## config.mk

```make
export PLATFORM = sky130hd
export DESIGN_NAME = stoch_bit_unit
export DESIGN_NICKNAME = d
export VERILOG_FILES = /design/src/rtl/sbu_pkg.sv /design/src/rtl/sbu_lfsr.sv /design/src/rtl/sbu_tanh_lut.sv /design/src/rtl/sbu_decide.sv /design/src/rtl/stoch_bit_unit.sv
export SDC_FILE = /design/constraint.sdc
export NUM_CORES = 1
export LEC_CHECK = 0
export BUFFER_PORTS_ARGS = -buffer_cell sky130_fd_sc_hd__buf_2
export CAP_MARGIN = 25
export CORE_MARGIN = 5
export CORE_UTILIZATION = 42
export CTS_CLUSTER_DIAMETER = 200
export DETAILED_ROUTE_END_ITERATION = 12
export HOLD_SLACK_MARGIN = 0.12
export SYNTH_ARGS = -nofsm -noshare
export SYNTH_HDL_FRONTEND = slang
export SYNTH_SLANG_ARGS = --single-unit
```

## constraint.sdc

```tcl
create_clock -name clk -period 5.2 [get_ports clk]
set_clock_uncertainty 0.1 [all_clocks]
set_input_delay 0.52 -clock clk [delete_from_list [all_inputs] [get_ports clk]]
set_output_delay 0.52 -clock clk [all_outputs]
set_load 0.02 [all_outputs]
```

## src/rtl/sbu_pkg.sv

```systemverilog
`timescale 1ns/1ps
package sbu_pkg;

   localparam int QF = 30;

   // exp(2 / 2**frac_w) in Q30, by Taylor series
   function automatic longint exp_step_q30(input int frac_w);
      longint one;
      longint u;
      longint term;
      longint acc;
      one  = longint'(1) << QF;
      u    = longint'(1) << (QF + 1 - frac_w);
      term = one;
      acc  = one;
      for (int k = 1; k < 16; k++) begin
         term = ((term * u) >>> QF) / longint'(k);
         acc  = acc + term;
      end
      return acc;
   endfunction

   // tanh of one input LSB in Q30
   function automatic longint tanh_step_q30(input int frac_w);
      longint one;
      longint e;
      one = longint'(1) << QF;
      e   = exp_step_q30(frac_w);
      return ((e - one) <<< QF) / (e + one);
   endfunction

   // signed threshold for a signed input code v
   function automatic longint lut_entry(input longint v, input int frac_w,
                                        input int sat_int, input int out_w);
      longint one;
      longint a;
      longint t;
      longint mag;
      longint fs;
      longint res;
      one = longint'(1) << QF;
      fs  = (longint'(1) << (out_w - 1)) - 1;
      mag = (v < 0) ? -v : v;
      if (mag > (longint'(sat_int) << frac_w)) begin
         res = fs;
      end else begin
         a = tanh_step_q30(frac_w);
         t = 0;
         // tanh addition: tanh(p+q) = (tp+tq)/(1+tp*tq)
         for (longint k = 0; k < mag; k++) begin
            t = ((t + a) <<< QF) / (one + ((t * a) >>> QF));
         end
         res = (t * fs + (longint'(1) << (QF - 1))) >>> QF;
      end
      return (v < 0) ? -res : res;
   endfunction

   // Fibonacci feedback masks for maximal-length sequences
   function automatic longint lfsr_taps(input int w);
      case (w)
         8:       return longint'(64'h0000_00B8);
         16:      return longint'(64'h0000_B400);
         24:      return longint'(64'h00E1_0000);
         32:      return longint'(64'h8020_0003);
         default: return longint'(0);
      endcase
   endfunction

endpackage

```

## src/rtl/sbu_lfsr.sv

```systemverilog
`timescale 1ns/1ps
module sbu_lfsr #(
   parameter int              W        = 16,
   parameter logic [W-1:0]    RST_SEED = W'(16'hACE1)
) (
   input  logic         clk,
   input  logic         rst,
   input  logic         step,
   input  logic         load,
   input  logic [W-1:0] seed,
   output logic [W-1:0] state
);

   localparam longint       TAPS_L = sbu_pkg::lfsr_taps(W);
   localparam logic [W-1:0] TAPS   = TAPS_L[W-1:0];

   generate
      if (TAPS_L == 0) begin : g_bad_width
         $error("sbu_lfsr: unsupported width");
      end
      if (RST_SEED == '0) begin : g_bad_seed
         $error("sbu_lfsr: reset seed must be nonzero");
      end
   endgenerate

   logic         fb;
   logic [W-1:0] nxt;
   logic         seed_ok;

   assign fb      = ^(state & TAPS);
   assign nxt     = {state[W-2:0], fb};
   assign seed_ok = load && (seed != '0);

   always_ff @(posedge clk) begin
      if (rst) begin
         state <= RST_SEED;
      end else if (seed_ok) begin
         state <= seed;
      end else if (step) begin
         state <= nxt;
      end
   end


   lfsr_hold_chk: assert property (@(posedge clk) disable iff (rst)
      (!step && !load) |=> $stable(state));


   seed_take_chk: assert property (@(posedge clk) disable iff (rst)
      (load && seed != '0) |=> (state == $past(seed)));


   zero_seed_chk: assert property (@(posedge clk) disable iff (rst)
      (load && seed == '0 && !step) |=> $stable(state));


   lfsr_live_chk: assert property (@(posedge clk) disable iff (rst)
      (state != '0));

endmodule

```

## src/rtl/sbu_tanh_lut.sv

```systemverilog
`timescale 1ns/1ps
module sbu_tanh_lut #(
   parameter int IN_W    = 8,
   parameter int FRAC_W  = 4,
   parameter int SAT_INT = 4,
   parameter int OUT_W   = 16,
   parameter bit FOLD    = 1'b1
) (
   input  logic signed [IN_W-1:0]  x,
   output logic signed [OUT_W-1:0] t
);

   localparam int DEPTH = 1 << IN_W;
   localparam int HALF  = DEPTH / 2 + 1;

   generate
      if (IN_W < 3 || IN_W > 10) begin : g_bad_in
         $error("sbu_tanh_lut: IN_W out of range");
      end
      if (OUT_W < 4 || OUT_W > 24) begin : g_bad_out
         $error("sbu_tanh_lut: OUT_W out of range");
      end
   endgenerate

   logic [IN_W-1:0] x_u;
   assign x_u = x;

   generate
      if (FOLD) begin : g_fold
         // positive half only; negative codes reuse it through odd symmetry
         logic signed [OUT_W-1:0] rom [HALF];
         logic        [IN_W-1:0]  mag;
         logic signed [OUT_W-1:0] pos;

         for (genvar g = 0; g < HALF; g++) begin : g_ent
            localparam longint ENT =
               sbu_pkg::lut_entry(longint'(g), FRAC_W, SAT_INT, OUT_W);
            assign rom[g] = ENT[OUT_W-1:0];
         end

         assign mag = x_u[IN_W-1] ? (~x_u + 1'b1) : x_u;
         assign pos = rom[mag];
         assign t   = x_u[IN_W-1] ? -pos : pos;
      end else begin : g_full
         logic signed [OUT_W-1:0] rom [DEPTH];

         for (genvar g = 0; g < DEPTH; g++) begin : g_ent
            localparam longint VAL = (g >= DEPTH / 2) ?
                                     longint'(g) - longint'(DEPTH) : longint'(g);
            localparam longint ENT =
               sbu_pkg::lut_entry(VAL, FRAC_W, SAT_INT, OUT_W);
            assign rom[g] = ENT[OUT_W-1:0];
         end

         assign t = rom[x_u];
      end
   endgenerate


   sign_agree_chk: assert final (!(x > 0 && t < 0) && !(x < 0 && t > 0));

endmodule

```

## src/rtl/sbu_decide.sv

```systemverilog
`timescale 1ns/1ps
module sbu_decide #(
   parameter int OUT_W = 16,
   parameter int RND_W = 16
) (
   input  logic [RND_W-1:0]        rnd_state,
   input  logic signed [OUT_W-1:0] thresh,
   output logic                    go_pos,
   output logic [RND_W-OUT_W:0]    spare
);

   generate
      if (RND_W < OUT_W) begin : g_bad_w
         $error("sbu_decide: random width below threshold width");
      end
   endgenerate

   logic signed [OUT_W-1:0] r_frac;

   // top bits of the random state form the signed fraction
   assign r_frac = rnd_state[RND_W-1 -: OUT_W];

   generate
      if (RND_W > OUT_W) begin : g_wide
         assign spare = {1'b0, rnd_state[RND_W-OUT_W-1:0]};
      end else begin : g_eq
         assign spare = 1'b0;
      end
   endgenerate

   // equality goes to +1
   assign go_pos = (r_frac <= thresh);

endmodule

```

## src/rtl/stoch_bit_unit.sv

```systemverilog
`timescale 1ns/1ps
module stoch_bit_unit #(
   parameter int               IN_W     = 8,
   parameter int               FRAC_W   = 4,
   parameter int               SAT_INT  = 4,
   parameter int               OUT_W    = 16,
   parameter int               RND_W    = 16,
   parameter logic [RND_W-1:0] RST_SEED = RND_W'(16'hACE1),
   parameter bit               LUT_FOLD = 1'b1
) (
   input  logic             clk,
   input  logic             rst,
   input  logic             upd_en,
   input  logic [IN_W-1:0]  drive_in,
   input  logic             seed_ld,
   input  logic [RND_W-1:0] seed_val,
   output logic             bit_out
);

   localparam int SAT_LIM = SAT_INT << FRAC_W;

   generate
      if (FRAC_W >= IN_W) begin : g_bad_frac
         $error("stoch_bit_unit: FRAC_W must be below IN_W");
      end
      if (SAT_LIM >= (1 << (IN_W - 1))) begin : g_bad_sat
         $error("stoch_bit_unit: saturation limit exceeds input range");
      end
   endgenerate

   logic [RND_W-1:0]        rnd_state;
   logic signed [OUT_W-1:0] thresh;
   logic                    go_pos;
   logic [RND_W-OUT_W:0]    spare;
   logic signed [IN_W-1:0]  drv_s;

   assign drv_s = drive_in;

   sbu_lfsr #(
      .W        (RND_W),
      .RST_SEED (RST_SEED)
   ) lfsr_i (
      .clk   (clk),
      .rst   (rst),
      .step  (upd_en),
      .load  (seed_ld),
      .seed  (seed_val),
      .state (rnd_state)
   );

   sbu_tanh_lut #(
      .IN_W    (IN_W),
      .FRAC_W  (FRAC_W),
      .SAT_INT (SAT_INT),
      .OUT_W   (OUT_W),
      .FOLD    (LUT_FOLD)
   ) lut_i (
      .x (drv_s),
      .t (thresh)
   );

   sbu_decide #(
      .OUT_W (OUT_W),
      .RND_W (RND_W)
   ) dec_i (
      .rnd_state (rnd_state),
      .thresh    (thresh),
      .go_pos    (go_pos),
      .spare     (spare)
   );

   always_ff @(posedge clk) begin
      if (rst) begin
         bit_out <= 1'b1;
      end else if (upd_en) begin
         bit_out <= go_pos;
      end
   end


   out_hold_chk: assert property (@(posedge clk) disable iff (rst)
      !upd_en |=> $stable(bit_out));


   sat_pos_chk: assert property (@(posedge clk) disable iff (rst)
      (upd_en && (int'(drv_s) > SAT_LIM)) |=> bit_out);


   sat_thresh_chk: assert property (@(posedge clk) disable iff (rst)
      (int'(drv_s) < -SAT_LIM) |-> (int'(thresh) == -((1 << (OUT_W - 1)) - 1)));

endmodule

```

## Yosys cells after proc, flatten, opt, wreduce, memory -nomap -nowiden

Memories as Yosys holds them, arrays and structs flattened.
Index checks and enable logic that the tools add are counted.

- Flip-flop bits (word level): 17
- Latch bits: 0
- RAM bits: 0
- Memory bits (read-only): 4096
- Output and inout bits: 1
- Word-level logic and storage cells: 19
- Memories: 1

Memory list:

| name | words | width | read ports | clocked after Yosys merged registers in | wr ports | line | source |
|---|---|---|---|---|---|---|---|
| (name not given) | 256 | 16 | 1 | 0 | 0 | sbu_tanh_lut.sv:42 | `assign pos = rom[mag];` |

- Add/sub/neg operators: 2
- $mul: 0
- Divide/modulo/power cells: 0
- $lt $le $gt $ge: 2
- Equal/unequal tests: 0
- Shift operators: 0
- Multiplexer cells: 6
- Bitwise logic cells: 2
- Reduce and logical (&&, ||, !) cells: 4

Operator list:

| kind | count |
|---|---|
| two-way mux 16 bit | 5 |
| <= comparator 16 bit | 1 |
| negator 16 bit | 1 |
| nonzero test 16 bit | 1 |
| parity 16 bit | 1 |
| >= comparator 9 bit (second input constant) | 1 |
| NOT 8 -> 9 bit | 1 |
| adder 8 x 1 -> 8 bit (second input constant) | 1 |
| two-way mux 8 bit | 1 |
| NOT 8 bit | 1 |
| nonzero test 2 bit | 1 |
| logical AND 1 bit | 1 |

## Logic depth before layout (Yosys ltp)

- Depth after elaboration: 10
- Depth in mapped cells: 24
- Mapped depth without buffers: 22

## Modules after synthesis

A second synthesis with hierarchy kept.

- Cells, all modules: 518
- Area total of the unflattened synthesis: 4026.4 um2

Modules (own cells, without submodules):

| module | instances | cells an instance | area an instance (um2) | seq. area each (um2) |
|---|---|---|---|---|
| sbu_tanh_lut | 1 | 379 | 2690.1 | 0.0 |
| sbu_lfsr | 1 | 78 | 878.3 | 320.3 |
| sbu_decide | 1 | 58 | 422.9 | 0.0 |
| stoch_bit_unit | 1 | 3 | 35.0 | 20.0 |

## Least setup slack after synthesis

Ideal clock, no wire load.

- Path type: input -> register
- Start: input port drive_in[0]
- End: register bit_out
- Library setup time: 0.070 ns
- Data arrival time: 4.492 ns
- Data required time: 5.030 ns
- Setup slack: 0.537 ns
- Cell stages on the path: 22
- Cells stage by stage: inv_1 > ha_1 > nand2_1 > nand2_1 > clkinv_1 > ha_1 > inv_1 > mux2i_1 > mux4_2 > nor2_1 > a21oi_1 > nor4b_4 > a41oi_2 > xnor2_1 > ha_1 > a21o_1 > a21o_1 > a21oi_1 > nor2b_1 > o21ai_0 > a31oi_1 > o21bai_1

- Word-level cells in the longest chain between the ends: 10

RTL lines:

| what | line | source |
|---|---|---|
| from (decl) | stoch_bit_unit.sv:14 | `input logic [IN_W-1:0] drive_in,` |
| NOT 8 bit | sbu_tanh_lut.sv:41 | `assign mag = x_u[IN_W-1] ? (~x_u + 1'b1) : x_u;` |
| adder 8 x 1 -> 8 bit | sbu_tanh_lut.sv:41 |  |
| two-way mux 8 bit (*) | sbu_tanh_lut.sv:41 |  |
| NOT 8 -> 9 bit (not written as such) (*) | sbu_tanh_lut.sv:42 |  |
| memory (256 x 16 bit) (*) | n/a |  |
| two-way mux 16 bit (not written as such) (*) (2 in a row) | sbu_tanh_lut.sv:42 |  |
| negator 16 bit | sbu_tanh_lut.sv:43 | `assign t = x_u[IN_W-1] ? -pos : pos;` |
| two-way mux 16 bit (*) | sbu_tanh_lut.sv:43 |  |
| <= comparator 16 bit (*) | sbu_decide.sv:32 | `assign go_pos = (r_frac <= thresh);` |
| to (signal assigned) | stoch_bit_unit.sv:76 | `bit_out <= go_pos;` |
| to (decl) | stoch_bit_unit.sv:17 | `output logic bit_out` |

Mark *: on every way between the ends. The rest lies on a longest branch, timed or not. The select of a mux whose other input is x is not followed.
A chain may end at the register's enable or synchronous reset.

## Final worst setup path

Same ends and word-level chain as after synthesis.

==> metrics.txt <==
Yosys cell types between 70 and 80; routed wire length 11280 µm; max_slew headroom between 30% and 40%; Setup violations, final 0; worst setup path start drive_in[0]; slew at the pin closest to its max-slew limit approximately 1.0 ns; leading post-synthesis cells by cell area ha_1 (11%), dfxtp_1 (9.5%), mux2i_1 (7.5%); Hold Crit Class input pin to flop; DIE AREA about 10000 µm²; Req. time, crit path approximately 5.3 ns; vias in the first global route roughly 3700; RD Place Congestion 0.9643; setup TNS 0 ns; Hold Startpoint seed_ld; pin count of the biggest net entering global routing 34; period utilization between 90 and 100%; DRT antenna net count 0; FP Rows 33; pwr dens between 150 and 200 nW/µm²; f_max a little over 200 MHz; post-CTS resize count 0; critical setup path kind input pin to flop; yosys warns 0; clk root buf clkbuf_8; Post-synth EDFFs 0; CTS Buf Count 3; diode count 0; grt total ovfl 0; Setup crit end kind flop; worst flop-to-flop path startpoint lfsr_i.state[1]; Logic pwr share about 66%; Layout Cells excl Fill 624; vias per inst around 6.3; initial antenna violation count 0; clk sinks 17; post-CTS setup buffer count 0; Die X between 100 and 150 µm; Critical Path Source Type input pin; Die Ht 102.5 µm; Overall Global Routing Usage 22.10%; layout cells sized above 1 15.80%; Starting Density a little over two fifths; pins over their slew limit 0; port buffer count 28; CTS H-Tree Depth 1; Reg clk slew, reported paths about 0.070 ns; Leakage roughly 0.0016 µW; Yosys top cell by area ha_1; area delta synth->final 9.167%; NumNets Final 580; Fillers 847; Sw Ratio 47.28%; number of failing hold endpoints at the final stage 0; Worst Path Arrival 4.88 ns; num ports 29; Top FF cell, synth dfxtp_1; async set or reset register ratio after synthesis 0%; CTS Buffer Depth 2; Final HPWL DP approximately 8500 µm; top cell type's share of synthesized area roughly 11%; outcome complete, no violations; Synth Instances between 400 and 500; Seq/Total Area, Yosys about a tenth; CP Max Fanout 11; Clock Latency Late Sink 0.26 ns; Post-Syn Area ~3600 µm²; vias post-DR 3951; TritonCTS clock tree done; Max-Cap Viols 0; unrepaired setup endpoints after global routing no; DR WL/cell around 18 µm; Syn Area/Cell ~7 µm²; Remaining DRCs 0; Clock power frac roughly 14%; hold buffers post-CTS 0; Seq pwr share approximately a fifth; first-pass GRT wire length around 19000 µm; 1st-iter DRT viols 410; internal power 390.4 µW; Placed Cells between 600 and 700; Core Footprint 8258 µm²; Yosys reg bits 17; Psw about 350 µW; fin util 47.45%; DRT Pass-1 Iters 5; worst hold slack 0.4194 ns; peak supply drop between 0.09 and 0.1 mV; Tmin final around 4.8 ns; Syn Nets between 500 and 600
[per-layer routing]
metal / global-route usage (%) / wire length, µm / vias to the layer above
met4: 5.954 / 281 / 0
met1: 32.30 / 5221 / 1827
li1: - / - / 1902
met5: 0 / 0 / -
met3: 4.232 / 843 / 35
met2: 32.97 / 4934 / 187
[per-stage QoR]
step                power (µW)  area, µm²  setup slack [ns]
finish                   740.6       3919            0.3741
global route             800.6       3919           0.05495
global placement         629.4       3874            0.3026
floorplan                502.4       3590            0.5372
CTS                      732.7       3919            0.4300
detailed placement       630.3       3874            0.1665
[power by group through the flow]
stage	Clock, µW	Sequential, µW	Combinational (µW)
5_1_grt	110	152	539
2_1_floorplan	0	151	352
4_1_cts	103	151	480
3_5_place_dp	0	153	477
6_report	101	151	489
3_3_place_gp	0	153	476
[logic make-up (layout without fill, tap and decap cells)]
| family | Yosys count | count (layout) | share of synthesized area [%] |
|---|---|---|---|
| simple gates | 181 | 181 | 25.34 |
| compound gates | 164 | 164 | 31.61 |
| buf+inv | 51 | 71 | 6.552 |
| fa+ha+maj | 32 | 32 | 11.15 |
| mux | 31 | 31 | 9.097 |
| xor+xnor | 23 | 23 | 6.762 |
| flops | 17 | 17 | 9.481 |
[cells in the mapped netlist (7+ instances only)]
library cell / number
a221oi_1: 7
a21oi_1: 33
xnor2_1: 13
nor4_1: 8
dfxtp_1: 17
a31oi_1: 8
nand3_1: 13
ha_1: 32
mux2i_1: 27
clkbuf_1: 18
nand2b_1: 18
nor2_1: 41
nor2b_1: 7
nor3_1: 17
nand2_1: 52
a211oi_1: 11
inv_1: 10
o211ai_1: 11
o21ai_0: 41
buf_2: 11
[layout make-up]
cell class / instances / area [µm²] / share of cell area, %
inverter: 12 / 45.04 / 1.149
sequential: 17 / 340.3 / 8.685
timing repair buffer: 55 / 342.8 / 8.748
tap: 105 / 131.4 / 3.352
clock buffer: 4 / 45.04 / 1.149
multi-input combinational: 431 / 3014 / 76.92
[layout by cell type (no fill, tap or decap), types with 13 or more instances in the layout]
| cell type | netlist | final |
|---|---|---|
| a21oi_1 | 33 | 33 |
| mux2i_1 | 27 | 27 |
| nand3_1 | 13 | 13 |
| o21ai_0 | 41 | 41 |
| dfxtp_1 | 17 | 17 |
| nor3_1 | 17 | 17 |
| buf_4 | 0 | 27 |
| buf_2 | 11 | 28 |
| xnor2_1 | 13 | 13 |
| nand2_1 | 52 | 52 |
| nor2_1 | 41 | 41 |
| ha_1 | 32 | 32 |
| nand2b_1 | 18 | 18 |
[sequential cells by signal, indices dropped and copies added, names as in the netlist]
signal	count
lfsr_i.state	16
bit_out	1
[final timing paths]
kind                endpoint  slack, ns  cells past startpoint
max                  bit_out       0.37                     24
min          lfsr_i.state[0]       0.42                      3
max reg2reg          bit_out       3.26                     10
min reg2reg          bit_out       0.44                      2
[critical path, stage by stage]
cell and delay [ns]:
buf_2 0.10, inv_1 0.05, buf_4 0.18, ha_1 0.37, nand2_1 0.10, nand2_1 0.12
buf_4 0.21, ha_1 0.25, buf_4 0.19, nor2_1 0.09, o21ai_0 0.12, o2bb2ai_1 0.18
a2bb2oi_1 0.31, and2_1 0.21, ha_1 0.20, and3_4 0.22, a41oi_1 0.14, xor2_1 0.19
ha_1 0.30, nand2_1 0.07, nor4_1 0.34, o21ai_0 0.15, a31oi_1 0.19, o21bai_1 0.07
Power figures use the tool's default switching activity.
